**src/rtl/ser_ctrl_pkg.sv**
```systemverilog
// Shared definitions for the serial channel control front end.
// Assumes byte-wide registers and eight addresses per channel.
package ser_ctrl_pkg;
    localparam int REG_W = 8;

    // Register offsets within a channel block
    localparam logic [2:0] OFS_MODE = 3'd0;
    localparam logic [2:0] OFS_STAT = 3'd1;
    localparam logic [2:0] OFS_CMD  = 3'd2;
    localparam logic [2:0] OFS_HOLD = 3'd3;

    // Command codes carried in bits 7:4 of the command byte
    localparam logic [3:0] CC_PTR1   = 4'h1;
    localparam logic [3:0] CC_RXRST  = 4'h2;
    localparam logic [3:0] CC_TXRST  = 4'h3;
    localparam logic [3:0] CC_ERRRST = 4'h4;
    localparam logic [3:0] CC_BRKCLR = 4'h5;
    localparam logic [3:0] CC_BRKON  = 4'h6;
    localparam logic [3:0] CC_BRKOFF = 4'h7;
    localparam logic [3:0] CC_PTR0   = 4'hB;

    typedef enum logic [1:0] {
        MP_MR0 = 2'd0,
        MP_MR1 = 2'd1,
        MP_MR2 = 2'd2
    } mptr_e;

    typedef struct packed {
        logic rx_rst;
        logic tx_rst;
        logic err_rst;
        logic brkchg_rst;
    } cmd_pulse_t;
endpackage

```
**src/rtl/ser_cmd_decode.sv**
```systemverilog
// Command register decoder for one channel.
// Turns a command write into enable levels, one-cycle reset strobes, the
// break state, and combinational mode-pointer load requests.
// Assumes at most one bus access per cycle.
module ser_cmd_decode
    import ser_ctrl_pkg::*;
(
    input  logic             clk,
    input  logic             rst_n,
    input  logic             cmd_wr,
    input  logic [REG_W-1:0] wdata,
    output logic             rx_en,
    output logic             tx_en,
    output logic             brk_active,
    output cmd_pulse_t       pulses,
    output logic             ptr_to_mr0,
    output logic             ptr_to_mr1
);
    logic [3:0] code;
    assign code = wdata[7:4];

    // Pointer load requests act in the same edge as the command write
    assign ptr_to_mr0 = cmd_wr && (code == CC_PTR0);
    assign ptr_to_mr1 = cmd_wr && (code == CC_PTR1);

    // Enable levels, break state and single-cycle strobes
    always_ff @(posedge clk) begin
        if (!rst_n) begin
            rx_en      <= 1'b0;
            tx_en      <= 1'b0;
            brk_active <= 1'b0;
            pulses     <= '0;
        end else begin
            pulses <= '0;
            if (cmd_wr) begin
                if (wdata[1])      rx_en <= 1'b0;
                else if (wdata[0]) rx_en <= 1'b1;
                if (wdata[3])      tx_en <= 1'b0;
                else if (wdata[2]) tx_en <= 1'b1;
                case (code)
                    CC_RXRST:  pulses.rx_rst     <= 1'b1;
                    CC_TXRST:  pulses.tx_rst     <= 1'b1;
                    CC_ERRRST: pulses.err_rst    <= 1'b1;
                    CC_BRKCLR: pulses.brkchg_rst <= 1'b1;
                    CC_BRKON:  brk_active        <= 1'b1;
                    CC_BRKOFF: brk_active        <= 1'b0;
                    default: ;
                endcase
            end
        end
    end

    a_r2_rx_disable_wins: assert property (@(posedge clk) disable iff (!rst_n)
        (cmd_wr && wdata[1]) |=> !rx_en);
    a_r2_tx_disable_wins: assert property (@(posedge clk) disable iff (!rst_n)
        (cmd_wr && wdata[3]) |=> !tx_en);
    a_r11_break_on: assert property (@(posedge clk) disable iff (!rst_n)
        (cmd_wr && code == CC_BRKON) |=> brk_active);
endmodule

```
**src/rtl/ser_mode_bank.sv**
```systemverilog
// Mode registers and clock-select latch for one channel.
// MR0..MR2 share one address; an internal pointer picks the target and
// advances after each access, saturating at MR2. Reset points at MR1.
module ser_mode_bank
    import ser_ctrl_pkg::*;
(
    input  logic             clk,
    input  logic             rst_n,
    input  logic             mode_wr,
    input  logic             mode_rd,
    input  logic             csel_wr,
    input  logic [REG_W-1:0] wdata,
    input  logic             ptr_to_mr0,
    input  logic             ptr_to_mr1,
    output mptr_e            ptr,
    output logic [REG_W-1:0] mr0,
    output logic [REG_W-1:0] mr1,
    output logic [REG_W-1:0] mr2,
    output logic [REG_W-1:0] csel,
    output logic [REG_W-1:0] mode_rdata
);
    // Pointer movement and pointed-register writes
    always_ff @(posedge clk) begin
        if (!rst_n) begin
            ptr <= MP_MR1;
            mr0 <= '0;
            mr1 <= '0;
            mr2 <= '0;
        end else if (ptr_to_mr0) begin
            ptr <= MP_MR0;
        end else if (ptr_to_mr1) begin
            ptr <= MP_MR1;
        end else if (mode_wr || mode_rd) begin
            if (mode_wr) begin
                case (ptr)
                    MP_MR0:  mr0 <= wdata;
                    MP_MR1:  mr1 <= wdata;
                    default: mr2 <= wdata;
                endcase
            end
            case (ptr)
                MP_MR0:  ptr <= MP_MR1;
                default: ptr <= MP_MR2;
            endcase
        end
    end

    // Clock-select byte latch
    always_ff @(posedge clk) begin
        if (!rst_n)       csel <= '0;
        else if (csel_wr) csel <= wdata;
    end

    // Read view of the pointed mode register
    always_comb begin
        case (ptr)
            MP_MR0:  mode_rdata = mr0;
            MP_MR1:  mode_rdata = mr1;
            default: mode_rdata = mr2;
        endcase
    end

    a_r4_ptr_legal: assert property (@(posedge clk) disable iff (!rst_n)
        ptr != 2'd3);
    a_r4_mr2_sticks: assert property (@(posedge clk) disable iff (!rst_n)
        (ptr == MP_MR2 && !ptr_to_mr0 && !ptr_to_mr1) |=> ptr == MP_MR2);
    a_r5_mr1_guarded: assert property (@(posedge clk) disable iff (!rst_n)
        (mode_wr && ptr != MP_MR1 && !ptr_to_mr0 && !ptr_to_mr1) |=> $stable(mr1));
endmodule

```
**src/rtl/ser_line_stub.sv**
```systemverilog
// Receive and transmit stand-ins for one channel.
// Holds a small receive queue with sticky error flags, and a transmit
// holding/shift pair. Assembles the channel status byte.
// Assumes the reset strobes arrive as single-cycle pulses.
module ser_line_stub
    import ser_ctrl_pkg::*;
#(
    parameter int RX_DEPTH = 3
) (
    input  logic             clk,
    input  logic             rst_n,
    input  logic             rx_en,
    input  logic             tx_en,
    input  cmd_pulse_t       pulses,
    input  logic             rx_valid,
    input  logic [REG_W-1:0] rx_data,
    input  logic [2:0]       rx_flags,
    input  logic             hold_rd,
    input  logic             hold_wr,
    input  logic [REG_W-1:0] wdata,
    input  logic             tx_done,
    output logic [REG_W-1:0] status,
    output logic [REG_W-1:0] rx_head,
    output logic             tx_start,
    output logic [REG_W-1:0] tx_data,
    output logic             brk_change
);
    localparam int PTR_W = (RX_DEPTH > 1) ? $clog2(RX_DEPTH) : 1;
    localparam int CNT_W = $clog2(RX_DEPTH + 1);
    localparam logic [CNT_W-1:0] FULL_CNT = CNT_W'(RX_DEPTH);
    localparam logic [PTR_W-1:0] LAST_PTR = PTR_W'(RX_DEPTH - 1);

    logic [REG_W-1:0] queue [RX_DEPTH];
    logic [PTR_W-1:0] wr_ptr, rd_ptr;
    logic [CNT_W-1:0] count;
    logic             ovr, pe, fe, brk;
    logic             hold_full, busy;
    logic [REG_W-1:0] hold_data;
    logic             is_full, pop, arrive, push, drop, move;

    assign is_full = (count == FULL_CNT);
    assign pop     = hold_rd && (count != '0) && !pulses.rx_rst;
    assign arrive  = rx_valid && rx_en && !pulses.rx_rst;
    assign push    = arrive && (!is_full || pop);
    assign drop    = arrive && is_full && !pop;
    assign move    = hold_full && !busy && tx_en;

    // Receive queue storage
    always_ff @(posedge clk) begin
        if (push) queue[wr_ptr] <= rx_data;
    end

    // Receive queue pointers and occupancy
    always_ff @(posedge clk) begin
        if (!rst_n || pulses.rx_rst) begin
            wr_ptr <= '0;
            rd_ptr <= '0;
            count  <= '0;
        end else begin
            if (push) wr_ptr <= (wr_ptr == LAST_PTR) ? '0 : wr_ptr + 1'b1;
            if (pop)  rd_ptr <= (rd_ptr == LAST_PTR) ? '0 : rd_ptr + 1'b1;
            case ({push, pop})
                2'b10:   count <= count + 1'b1;
                2'b01:   count <= count - 1'b1;
                default: ;
            endcase
        end
    end

    // Sticky error flags and break-change flag; a new event beats a clear
    always_ff @(posedge clk) begin
        if (!rst_n) begin
            {ovr, pe, fe, brk, brk_change} <= '0;
        end else begin
            ovr        <= (ovr && !pulses.err_rst) || drop;
            pe         <= (pe  && !pulses.err_rst) || (push && rx_flags[0]);
            fe         <= (fe  && !pulses.err_rst) || (push && rx_flags[1]);
            brk        <= (brk && !pulses.err_rst) || (push && rx_flags[2]);
            brk_change <= (brk_change && !pulses.brkchg_rst) || (push && rx_flags[2]);
        end
    end

    // Transmit holding register and shifter-busy stand-in
    always_ff @(posedge clk) begin
        if (!rst_n || pulses.tx_rst) begin
            hold_full <= 1'b0;
            busy      <= 1'b0;
            tx_start  <= 1'b0;
            hold_data <= '0;
            tx_data   <= '0;
        end else begin
            tx_start <= 1'b0;
            if (tx_done) busy <= 1'b0;
            if (move) begin
                busy      <= 1'b1;
                tx_start  <= 1'b1;
                tx_data   <= hold_data;
                hold_full <= 1'b0;
            end
            if (hold_wr) begin
                hold_full <= 1'b1;
                hold_data <= wdata;
            end
        end
    end

    assign rx_head = queue[rd_ptr];
    assign status  = {brk, fe, pe, ovr, !hold_full && !busy, !hold_full,
                      is_full, count != '0};

    a_r9_count_bound: assert property (@(posedge clk) disable iff (!rst_n)
        count <= FULL_CNT);
    a_r10_rx_reset_empties: assert property (@(posedge clk) disable iff (!rst_n)
        pulses.rx_rst |=> (count == '0));
    a_r12_start_isolated: assert property (@(posedge clk) disable iff (!rst_n)
        tx_start |=> !tx_start);
    a_r12_start_marks_busy: assert property (@(posedge clk) disable iff (!rst_n)
        tx_start |-> (busy || pulses.tx_rst));
endmodule

```
**src/rtl/ser_chan_ctrl.sv**
```systemverilog
// Multi-channel command/mode register front end.
// Decodes the byte bus into per-channel blocks of eight addresses (channel
// in address bits 3 and up) and instantiates decoder, mode bank and line
// stubs for each channel. Reads are combinational; side effects of reads
// (pointer advance, queue pop) take place at the clock edge.
module ser_chan_ctrl
    import ser_ctrl_pkg::*;
#(
    parameter int CH_W     = 1,
    parameter int RX_DEPTH = 3,
    localparam int NUM_CH  = 1 << CH_W,
    localparam int ADDR_W  = CH_W + 3
) (
    input  logic                  clk,
    input  logic                  rst_n,
    input  logic [ADDR_W-1:0]     bus_addr,
    input  logic                  bus_wr,
    input  logic                  bus_rd,
    input  logic [7:0]            bus_wdata,
    output logic [7:0]            bus_rdata,
    input  logic [NUM_CH-1:0]     line_rx_valid,
    input  logic [NUM_CH*8-1:0]   line_rx_data,
    input  logic [NUM_CH*3-1:0]   line_rx_flags,
    input  logic [NUM_CH-1:0]     line_tx_done,
    output logic [NUM_CH-1:0]     line_tx_start,
    output logic [NUM_CH*8-1:0]   line_tx_data,
    output logic [NUM_CH-1:0]     txd,
    output logic [NUM_CH-1:0]     rx_enable,
    output logic [NUM_CH-1:0]     tx_enable,
    output logic [NUM_CH-1:0]     rx_reset_stb,
    output logic [NUM_CH-1:0]     tx_reset_stb,
    output logic [NUM_CH-1:0]     err_reset_stb,
    output logic [NUM_CH-1:0]     brkchg_reset_stb,
    output logic [NUM_CH-1:0]     brk_change,
    output logic [NUM_CH*2-1:0]   mode_ptr,
    output logic [NUM_CH*2-1:0]   cfg_data_bits,
    output logic [NUM_CH-1:0]     cfg_parity_en,
    output logic [NUM_CH-1:0]     cfg_parity_odd,
    output logic [NUM_CH*4-1:0]   cfg_stop_code,
    output logic [NUM_CH-1:0]     cfg_fifo_ext,
    output logic [NUM_CH-1:0]     cfg_tx_half,
    output logic [NUM_CH*3-1:0]   cfg_baud_ext,
    output logic [NUM_CH*4-1:0]   cfg_rx_rate,
    output logic [NUM_CH*4-1:0]   cfg_tx_rate
);
    logic [CH_W-1:0]  ch_sel;
    logic [2:0]       ofs;
    logic [REG_W-1:0] stat_v  [NUM_CH];
    logic [REG_W-1:0] mode_v  [NUM_CH];
    logic [REG_W-1:0] head_v  [NUM_CH];

    assign ch_sel = bus_addr[ADDR_W-1:3];
    assign ofs    = bus_addr[2:0];

    for (genvar c = 0; c < NUM_CH; c++) begin : g_ch
        logic             hit;
        logic             rx_en_c, tx_en_c, brk_c, to0, to1;
        cmd_pulse_t       pl;
        mptr_e            ptr_c;
        logic [REG_W-1:0] mr0_c, mr1_c, mr2_c, csel_c;

        assign hit = (ch_sel == CH_W'(c));

        ser_cmd_decode u_dec (
            .clk        (clk),
            .rst_n      (rst_n),
            .cmd_wr     (bus_wr && hit && ofs == OFS_CMD),
            .wdata      (bus_wdata),
            .rx_en      (rx_en_c),
            .tx_en      (tx_en_c),
            .brk_active (brk_c),
            .pulses     (pl),
            .ptr_to_mr0 (to0),
            .ptr_to_mr1 (to1)
        );

        ser_mode_bank u_mode (
            .clk        (clk),
            .rst_n      (rst_n),
            .mode_wr    (bus_wr && hit && ofs == OFS_MODE),
            .mode_rd    (bus_rd && hit && ofs == OFS_MODE),
            .csel_wr    (bus_wr && hit && ofs == OFS_STAT),
            .wdata      (bus_wdata),
            .ptr_to_mr0 (to0),
            .ptr_to_mr1 (to1),
            .ptr        (ptr_c),
            .mr0        (mr0_c),
            .mr1        (mr1_c),
            .mr2        (mr2_c),
            .csel       (csel_c),
            .mode_rdata (mode_v[c])
        );

        ser_line_stub #(.RX_DEPTH(RX_DEPTH)) u_line (
            .clk        (clk),
            .rst_n      (rst_n),
            .rx_en      (rx_en_c),
            .tx_en      (tx_en_c),
            .pulses     (pl),
            .rx_valid   (line_rx_valid[c]),
            .rx_data    (line_rx_data[c*8 +: 8]),
            .rx_flags   (line_rx_flags[c*3 +: 3]),
            .hold_rd    (bus_rd && hit && ofs == OFS_HOLD),
            .hold_wr    (bus_wr && hit && ofs == OFS_HOLD),
            .wdata      (bus_wdata),
            .tx_done    (line_tx_done[c]),
            .status     (stat_v[c]),
            .rx_head    (head_v[c]),
            .tx_start   (line_tx_start[c]),
            .tx_data    (line_tx_data[c*8 +: 8]),
            .brk_change (brk_change[c])
        );

        assign txd[c]              = !brk_c;
        assign rx_enable[c]        = rx_en_c;
        assign tx_enable[c]        = tx_en_c;
        assign rx_reset_stb[c]     = pl.rx_rst;
        assign tx_reset_stb[c]     = pl.tx_rst;
        assign err_reset_stb[c]    = pl.err_rst;
        assign brkchg_reset_stb[c] = pl.brkchg_rst;
        assign mode_ptr[c*2 +: 2]  = ptr_c;
        assign cfg_data_bits[c*2 +: 2] = mr1_c[1:0];
        assign cfg_parity_en[c]    = !mr1_c[4];
        assign cfg_parity_odd[c]   = mr1_c[2];
        assign cfg_stop_code[c*4 +: 4] = mr2_c[3:0];
        assign cfg_fifo_ext[c]     = mr0_c[3];
        assign cfg_tx_half[c]      = mr0_c[4];
        assign cfg_baud_ext[c*3 +: 3]  = mr0_c[2:0];
        assign cfg_rx_rate[c*4 +: 4]   = csel_c[7:4];
        assign cfg_tx_rate[c*4 +: 4]   = csel_c[3:0];
    end

    // Read multiplexer over the selected channel and offset
    always_comb begin
        bus_rdata = '0;
        for (int c = 0; c < NUM_CH; c++) begin
            if (ch_sel == CH_W'(c)) begin
                case (ofs)
                    OFS_MODE: bus_rdata = mode_v[c];
                    OFS_STAT: bus_rdata = stat_v[c];
                    OFS_HOLD: bus_rdata = head_v[c];
                    default:  bus_rdata = '0;
                endcase
            end
        end
    end

    a_r3_single_strobe: assert property (@(posedge clk) disable iff (!rst_n)
        $onehot0({rx_reset_stb[0], tx_reset_stb[0], err_reset_stb[0], brkchg_reset_stb[0]}));
endmodule

```
**config.mk**
```make
export PLATFORM = sky130hd
export DESIGN_NAME = ser_chan_ctrl
export DESIGN_NICKNAME = d
export VERILOG_FILES = /design/src/rtl/ser_ctrl_pkg.sv /design/src/rtl/ser_cmd_decode.sv /design/src/rtl/ser_mode_bank.sv /design/src/rtl/ser_line_stub.sv /design/src/rtl/ser_chan_ctrl.sv
export SDC_FILE = /design/constraint.sdc
export NUM_CORES = 1
export LEC_CHECK = 0
export BUFFER_PORTS_ARGS = -buffer_cell sky130_fd_sc_hd__buf_2
export CAP_MARGIN = 0
export CORE_UTILIZATION = 35
export DETAILED_ROUTE_END_ITERATION = 8
export GPL_TIMING_DRIVEN = 1
export PLACE_DENSITY_LB_ADDON = 0.3
export SLEW_MARGIN = 10
export SYNTH_ARGS = -nofsm -noshare
export SYNTH_HDL_FRONTEND = slang
export SYNTH_SLANG_ARGS = --single-unit
```
**constraint.sdc**
```tcl
create_clock -name clk -period 2.75 [get_ports clk]
set_input_delay 0.275 -clock clk [delete_from_list [all_inputs] [get_ports clk]]
set_output_delay 0.275 -clock clk [all_outputs]
set_load 0.01 [all_outputs]
```
Word level (Yosys, flattened, before mapping)
Memory sizes are Yosys's and may differ from the RTL's. A register that Yosys moved wholly into a read port is not among the register bits.
Index checks and enable logic that the tools add are counted.
{"block": "totals", "ramBits": 48, "n_memories": 2, "wordCells": 266, "out_inout_bits": 88, "ff_bits": 142, "input_bits": 42}
{"block": "op_classes", "n_eq_ne": 23, "reduce_logical": 127, "mux": 46, "addsub": 8, "bitwise": 8}
{"memory": "g_ch[0].u_line.queue", "words": 3, "width": 8, "rd": 1, "rd_clocked_by_memory_dff": 1, "wr": 1, "line_no": "ser_line_stub.sv:33", "source": "logic [REG_W-1:0] queue [RX_DEPTH];"}
{"memory": "g_ch[1].u_line.queue", "words": 3, "width": 8, "rd": 1, "rd_clocked_by_memory_dff": 1, "wr": 1, "line_no": "ser_line_stub.sv:33"}
{"op": "logical AND 1 bit", "n": 56}
{"op": "one-hot mux 8 bit (3 select lines)", "n": 2}
{"op": "one-hot mux 8 bit (2 select lines)", "n": 2}
{"op": "AND reduction 5 bit", "n": 6}
{"op": "2-to-1 mux 1 bit", "n": 28}
{"op": "nonzero test 2 bit", "n": 11}
{"op": "2-to-1 mux 2 bit", "n": 10}
{"op": "zero test 1 bit", "n": 19}
{"op": "logical OR 1 bit", "n": 18}
{"op": "== test 2 bit, second input constant", "n": 8}
{"op": "== test 4 x 3 -> 1 bit, second input constant", "n": 4}
{"op": "AND reduction 2 bit", "n": 8}
{"op": "adder 2 x 1 -> 2 bit, second input constant", "n": 6}
{"op": "== test 2 x 1 -> 1 bit, second input constant", "n": 4}
{"op": "== test 4 x 2 -> 1 bit, second input constant", "n": 2}
{"op": "2-to-1 mux 8 bit", "n": 1}
{"op": "NOT 1 bit", "n": 8}
{"op": "one-hot mux 2 bit (2 select lines)", "n": 2}
{"op": "== test 3 x 2 -> 1 bit, second input constant", "n": 2}
{"op": "nonzero test 3 bit", "n": 2}
{"op": "OR reduction 3 bit", "n": 2}
{"op": "== test 4 x 1 -> 1 bit, second input constant", "n": 1}
{"op": "== test 4 bit, second input constant", "n": 1}
{"op": "zero test 2 bit", "n": 2}
{"op": "5 further kinds", "n": 7}

Logic depth before layout (Yosys ltp)
{"block": "logic_depth", "depth_word": 9, "depth_mapped": 9, "ltp_nobuf": 7}

Cells and area by module
Synthesis repeated with hierarchy kept, for this count alone.
{"block": "unflattened", "cells_unflattened": 820, "hier_area_um2": 8553.2}
{"module": "ser_mode_bank", "seq_area_each_um2": 680.7, "area_per_inst_um2": 1483.9, "cells_per_inst": 151, "instances": 2}
{"module": "ser_line_stub (g_ch[0].u_line)", "seq_area_each_um2": 1361.3, "area_per_inst_um2": 2138.3, "cells_per_inst": 194, "instances": 1}
{"module": "ser_line_stub (g_ch[1].u_line)", "seq_area_each_um2": 1361.3, "area_per_inst_um2": 2135.8, "cells_per_inst": 178, "instances": 1}
{"module": "ser_chan_ctrl", "seq_area_each_um2": 0.0, "area_per_inst_um2": 675.6, "cells_per_inst": 92, "instances": 1}
{"module": "ser_cmd_decode", "seq_area_each_um2": 140.1, "area_per_inst_um2": 317.8, "cells_per_inst": 27, "instances": 2}

Worst setup path before layout
OpenSTA, ideal clock, no wires.
{"block": "synth_path", "path_type": "input to register", "startpoint": "input bus_addr[2]", "endpoint": "memory g_ch[1].u_line.queue[2][0] (enable)", "t_required_ns": 2.365, "t_arrival_ns": 2.136, "setup_time_ns": 0.385, "cell_stages": 5, "n_path_buf": 1, "setup_slack_ns": 0.228, "path_cell_list": "buf_2 -> nand3b_1 -> o311ai_0 -> nand2_1 -> nor3b_1"}
{"block": "synth_between", "elab_chain_cells": 8}
{"item": "start: declaration", "line_no": "ser_chan_ctrl.sv:16", "source": "input logic [ADDR_W-1:0] bus_addr,"}
{"item": "== test 3 x 2 -> 1 bit", "line_no": "ser_chan_ctrl.sv:103", "source": ".hold_rd (bus_rd && hit && ofs == OFS_HOLD),"}
{"item": "logical AND 1 bit", "line_no": "ser_chan_ctrl.sv:103"}
{"item": "logical AND 1 bit (2 in series)", "line_no": "ser_line_stub.sv:42", "source": "assign pop = hold_rd && (count != '0) && !pulses.rx_rst;"}
{"item": "logical OR 1 bit", "line_no": "ser_line_stub.sv:44", "source": "assign push = arrive && (!is_full || pop);"}
{"item": "logical AND 1 bit", "line_no": "ser_line_stub.sv:44"}
{"item": "2-to-1 mux 1 bit", "line_no": "ser_line_stub.sv:50", "source": "if (push) queue[wr_ptr] <= rx_data;"}
{"item": "2-to-1 mux 1 bit (implied by the code)", "line_no": "ser_line_stub.sv:50"}
{"item": "end: declaration", "line_no": "ser_line_stub.sv:33"}
No other way between the ends.

Worst setup path in the final report
{"block": "layout_path", "startpoint": "register g_ch[1].u_mode.ptr[1]", "endpoint": "output bus_rdata[0]"}
{"block": "layout_between", "elab_chain_cells": 4, "word_cells_on_any_way": 5, "cone_classes": "eq/ne (1); mux (3); reduce/logical (1)"}
{"item": "start: declaration", "line_no": "ser_mode_bank.sv:15", "source": "output mptr_e ptr,"}
{"item": "start signal: assignment", "line_no": "ser_mode_bank.sv:25", "source": "ptr <= MP_MR1;"}
{"item": "start signal: assignment", "line_no": "ser_mode_bank.sv:30", "source": "ptr <= MP_MR0;"}
{"item": "start signal: assignment", "line_no": "ser_mode_bank.sv:32", "source": "ptr <= MP_MR1;"}
{"item": "== test 2 x 1 -> 1 bit or zero test 2 bit (tied branches)", "line_no": "ser_mode_bank.sv:56", "source": "case (ptr)"}
{"item": "one-hot mux 8 bit (2 select lines) (*)", "line_no": "ser_mode_bank.sv:56"}
{"item": "one-hot mux 8 bit (3 select lines) (*)", "line_no": "ser_chan_ctrl.sv:138", "source": "case (ofs)"}
{"item": "2-to-1 mux 8 bit (*)", "line_no": "ser_chan_ctrl.sv:137", "source": "if (ch_sel == CH_W'(c)) begin"}
{"item": "end: declaration", "line_no": "ser_chan_ctrl.sv:20", "source": "output logic [7:0] bus_rdata,"}
Mark *: on every way between the ends. The rest lies on a longest branch, timed or not.

==> flow_summary.toml <==
[global_route]
antenna_found_initial = 1
grt_max_degree = 32
grt_usage_pct = 18.5
grt_remaining_overflow = 0
grt_pass1_vias = 5687
grt_pass1_wl_um = 33600

[pwr]
power.leakage_nw = 3.98
power_density_nw_per_um2 = 593
vdd_drop_max_mv = 0.361

[timing]
hold_viol = 0
skew_ns = 0.00794
final.period_utilization_pct = 94.6
rsz0062_at_grt = "no"
whs_ns = 0.0327
maxSlewHeadroom_pct = 49.9
finalSetupViolations = 0
worst_pin_slew_ns = 0.750
fmax_mhz = 385
final.setup.tns_ns = 0
final_max_slew_viol_count = 0
min_period_ns = 2.60

[synthesis]
ys.flop_type = "dfxtp_1"
avgSynthCellArea_sq_um = 9.97
synth.most_common_cell = "dfxtp_1"
synth_top_cell_area_share_pct = 35.4
synth_top_area_cell = "dfxtp_1"
seq_area_frac_synth_pct = 52.9
synth_cells = 827
ys_ff_latch = 194
synthTopCellsByCount = "146 x dfxtp_1, 110 x nor2_1, 92 x mux2i_1, 76 x nand2_1, 60 x a21oi_1"
synth-edff-count = 48
ys_warn_count = 0
yosysUniqueCellTypes = 59
syn_nets = 871
netlist_top_cells_area = "dfxtp_1 35%, edfxtp_1 17%, mux2i_1 11%"
synthesis.area_sq_um = 8250
async_flop_share_pct = 0

[cts]
clk_pin_slew_ns = 0.08
numCtsBuffers = 17
cts_tree = "done"
hold_buffers = 0
clk_latency_ns = 0.44
clock-root-buffer = "clkbuf_16"
clkSinkCount = 194
htreeDepth = 4
clock_path_buffers = 2
cts_setup_buffers = 0
cts_resized = 0

[floorplanning]
core_area_sq_um = 22800
dieArea_sq_um = 24200
rows = 55
die_y_um = 156
io_pins = 130
start_util_pct = 36.1
die_width_um = 156

[placement]
io_buffers = 129
dpl.hpwl_um = 15500
gp_congestion = 0.818

[detailed_routing]
drt_iter0_markers = 462
vias = 6211
wire_per_inst_um = 17.8
drt_pass1_iterations = 5
wirelength_um = 22000
drc_errors = 0
final_antenna_net_count = 0
viasPerCell = 5.03

[worst_setup_path]
worst_setup_path_start_kind = "flip-flop"
critical_path_required_ns = 2.48
arrival_ns = 2.33
crit_start = "g_ch[1].u_mode.ptr[1]"
crit_type = "reg2out"
critPathMaxFanout = 22
r2r-start = "g_ch[1].u_mode.ptr[0]"
cp-end-kind = "output pin"

[hold_path]
hp-start = "line_rx_data[5]"
hold_class = "in2reg"

[cells_and_area]
drive_gt1_share_pct = 23.3
nNetsFinal = 952
syn_to_final_growth_pct = 15.5

[flow_run]
maxCapViolCount = 0

[outcome]
outcome = "finished clean"
[area by class of cell]
cell class	count	area, sq um
fillers	2277	13300
flip-flops and latches	194	4360
multi-input cells	529	3350
repair buffers	146	773
clock buffers	17	425
well taps	313	392
clock inverters	15	149
inverters	20	75.1
diodes	1	2.50
[worst max-delay path: stages, from the launching register on]
cell,delay (ns)
dfxtp_1,0.81
o211ai_1,0.23
a41o_1,0.28
a31oi_1,0.35
buf_2,0.21
[cell usage in the layout (no fill, tap or decap), types with 7 or more instances in the layout]
cell type / count
buf_4: 17
inv_1: 18
a211oi_1: 10
edfxtp_1: 48
buf_2: 129
dfxtp_1: 146
a21oi_1: 60
nand2_1: 76
o211ai_1: 18
nand3_1: 9
o21ai_0: 32
a22oi_1: 7
clkbuf_16: 17
nand2b_1: 25
nor2_1: 110
mux2_2: 15
mux2i_1: 92
[per-stage QoR]
step,power [W],utilization [%],worst slack (ns),cell area [sq um],cells
6_report,0.00565,41.7,0.150,9530,1235
5_1_grt,0.00583,41.7,0.0399,9530,1234
4_1_cts,0.00569,41.7,0.195,9530,1234
3_5_place_dp,0.00329,39.2,0.544,8950,1202
3_3_place_gp,0.00328,39.2,0.584,8950,1202
2_1_floorplan,0.00317,-,0.228,8250,827
[flip-flops by register name, indices dropped and copies added, names as in the netlist, 4 cells and up, named ones only]
name / flops
g_ch.u_line.rd_ptr: 4
g_ch.u_line.tx_data: 16
g_ch.u_dec.pulses: 8
g_ch.u_mode.mr1: 16
g_ch.u_line.hold_data: 16
g_ch.u_line.wr_ptr: 4
g_ch.u_mode.mr2: 16
g_ch.u_mode.mr0: 16
g_ch.u_line.queue: 48
g_ch.u_mode.ptr: 4
g_ch.u_line.count: 4
g_ch.u_mode.csel: 16
[cells by family (layout without fill, tap and decap cells)]
| logic type | after synthesis | in the layout | synth area share [%] |
|---|---|---|---|
| AND/OR/NAND/NOR | 259 | 259 | 14.7 |
| flip-flops | 194 | 194 | 52.9 |
| AO/OA/AOI/OAI | 156 | 156 | 11.8 |
| multiplexers | 107 | 107 | 13.2 |
| buffers and inverters | 104 | 198 | 6.51 |
| XOR/XNOR | 5 | 5 | 0.531 |
| adder cells (fa/ha/maj) | 2 | 2 | 0.303 |
| other | 0 | 1 | 0 |
[per-layer routing]
metal / track usage, % / wire [um]
met1: 26.4 / 10600
met5: 0 / 0
met3: 5.54 / 1710
met4: 5.09 / 297
met2: 26.8 / 9400
[power by group]
group,switching [W],internal [W],total [W]
Sequential,0.0000186,0.00293,0.00295
Clock,0.00122,0.00121,0.00243
Combinational,0.000188,0.0000857,0.000274
[worst paths after layout]
kind	cells past startpoint	to	slack, ns
hold reg to reg	2	g_ch[0].u_line.ovr	0.46
setup / recovery	4	bus_rdata[0]	0.15
hold / removal	1	g_ch[0].u_line.queue[2][5]	0.03
setup reg to reg	4	g_ch[1].u_mode.mr1[3]	0.71
Power figures use the tool's default switching activity.
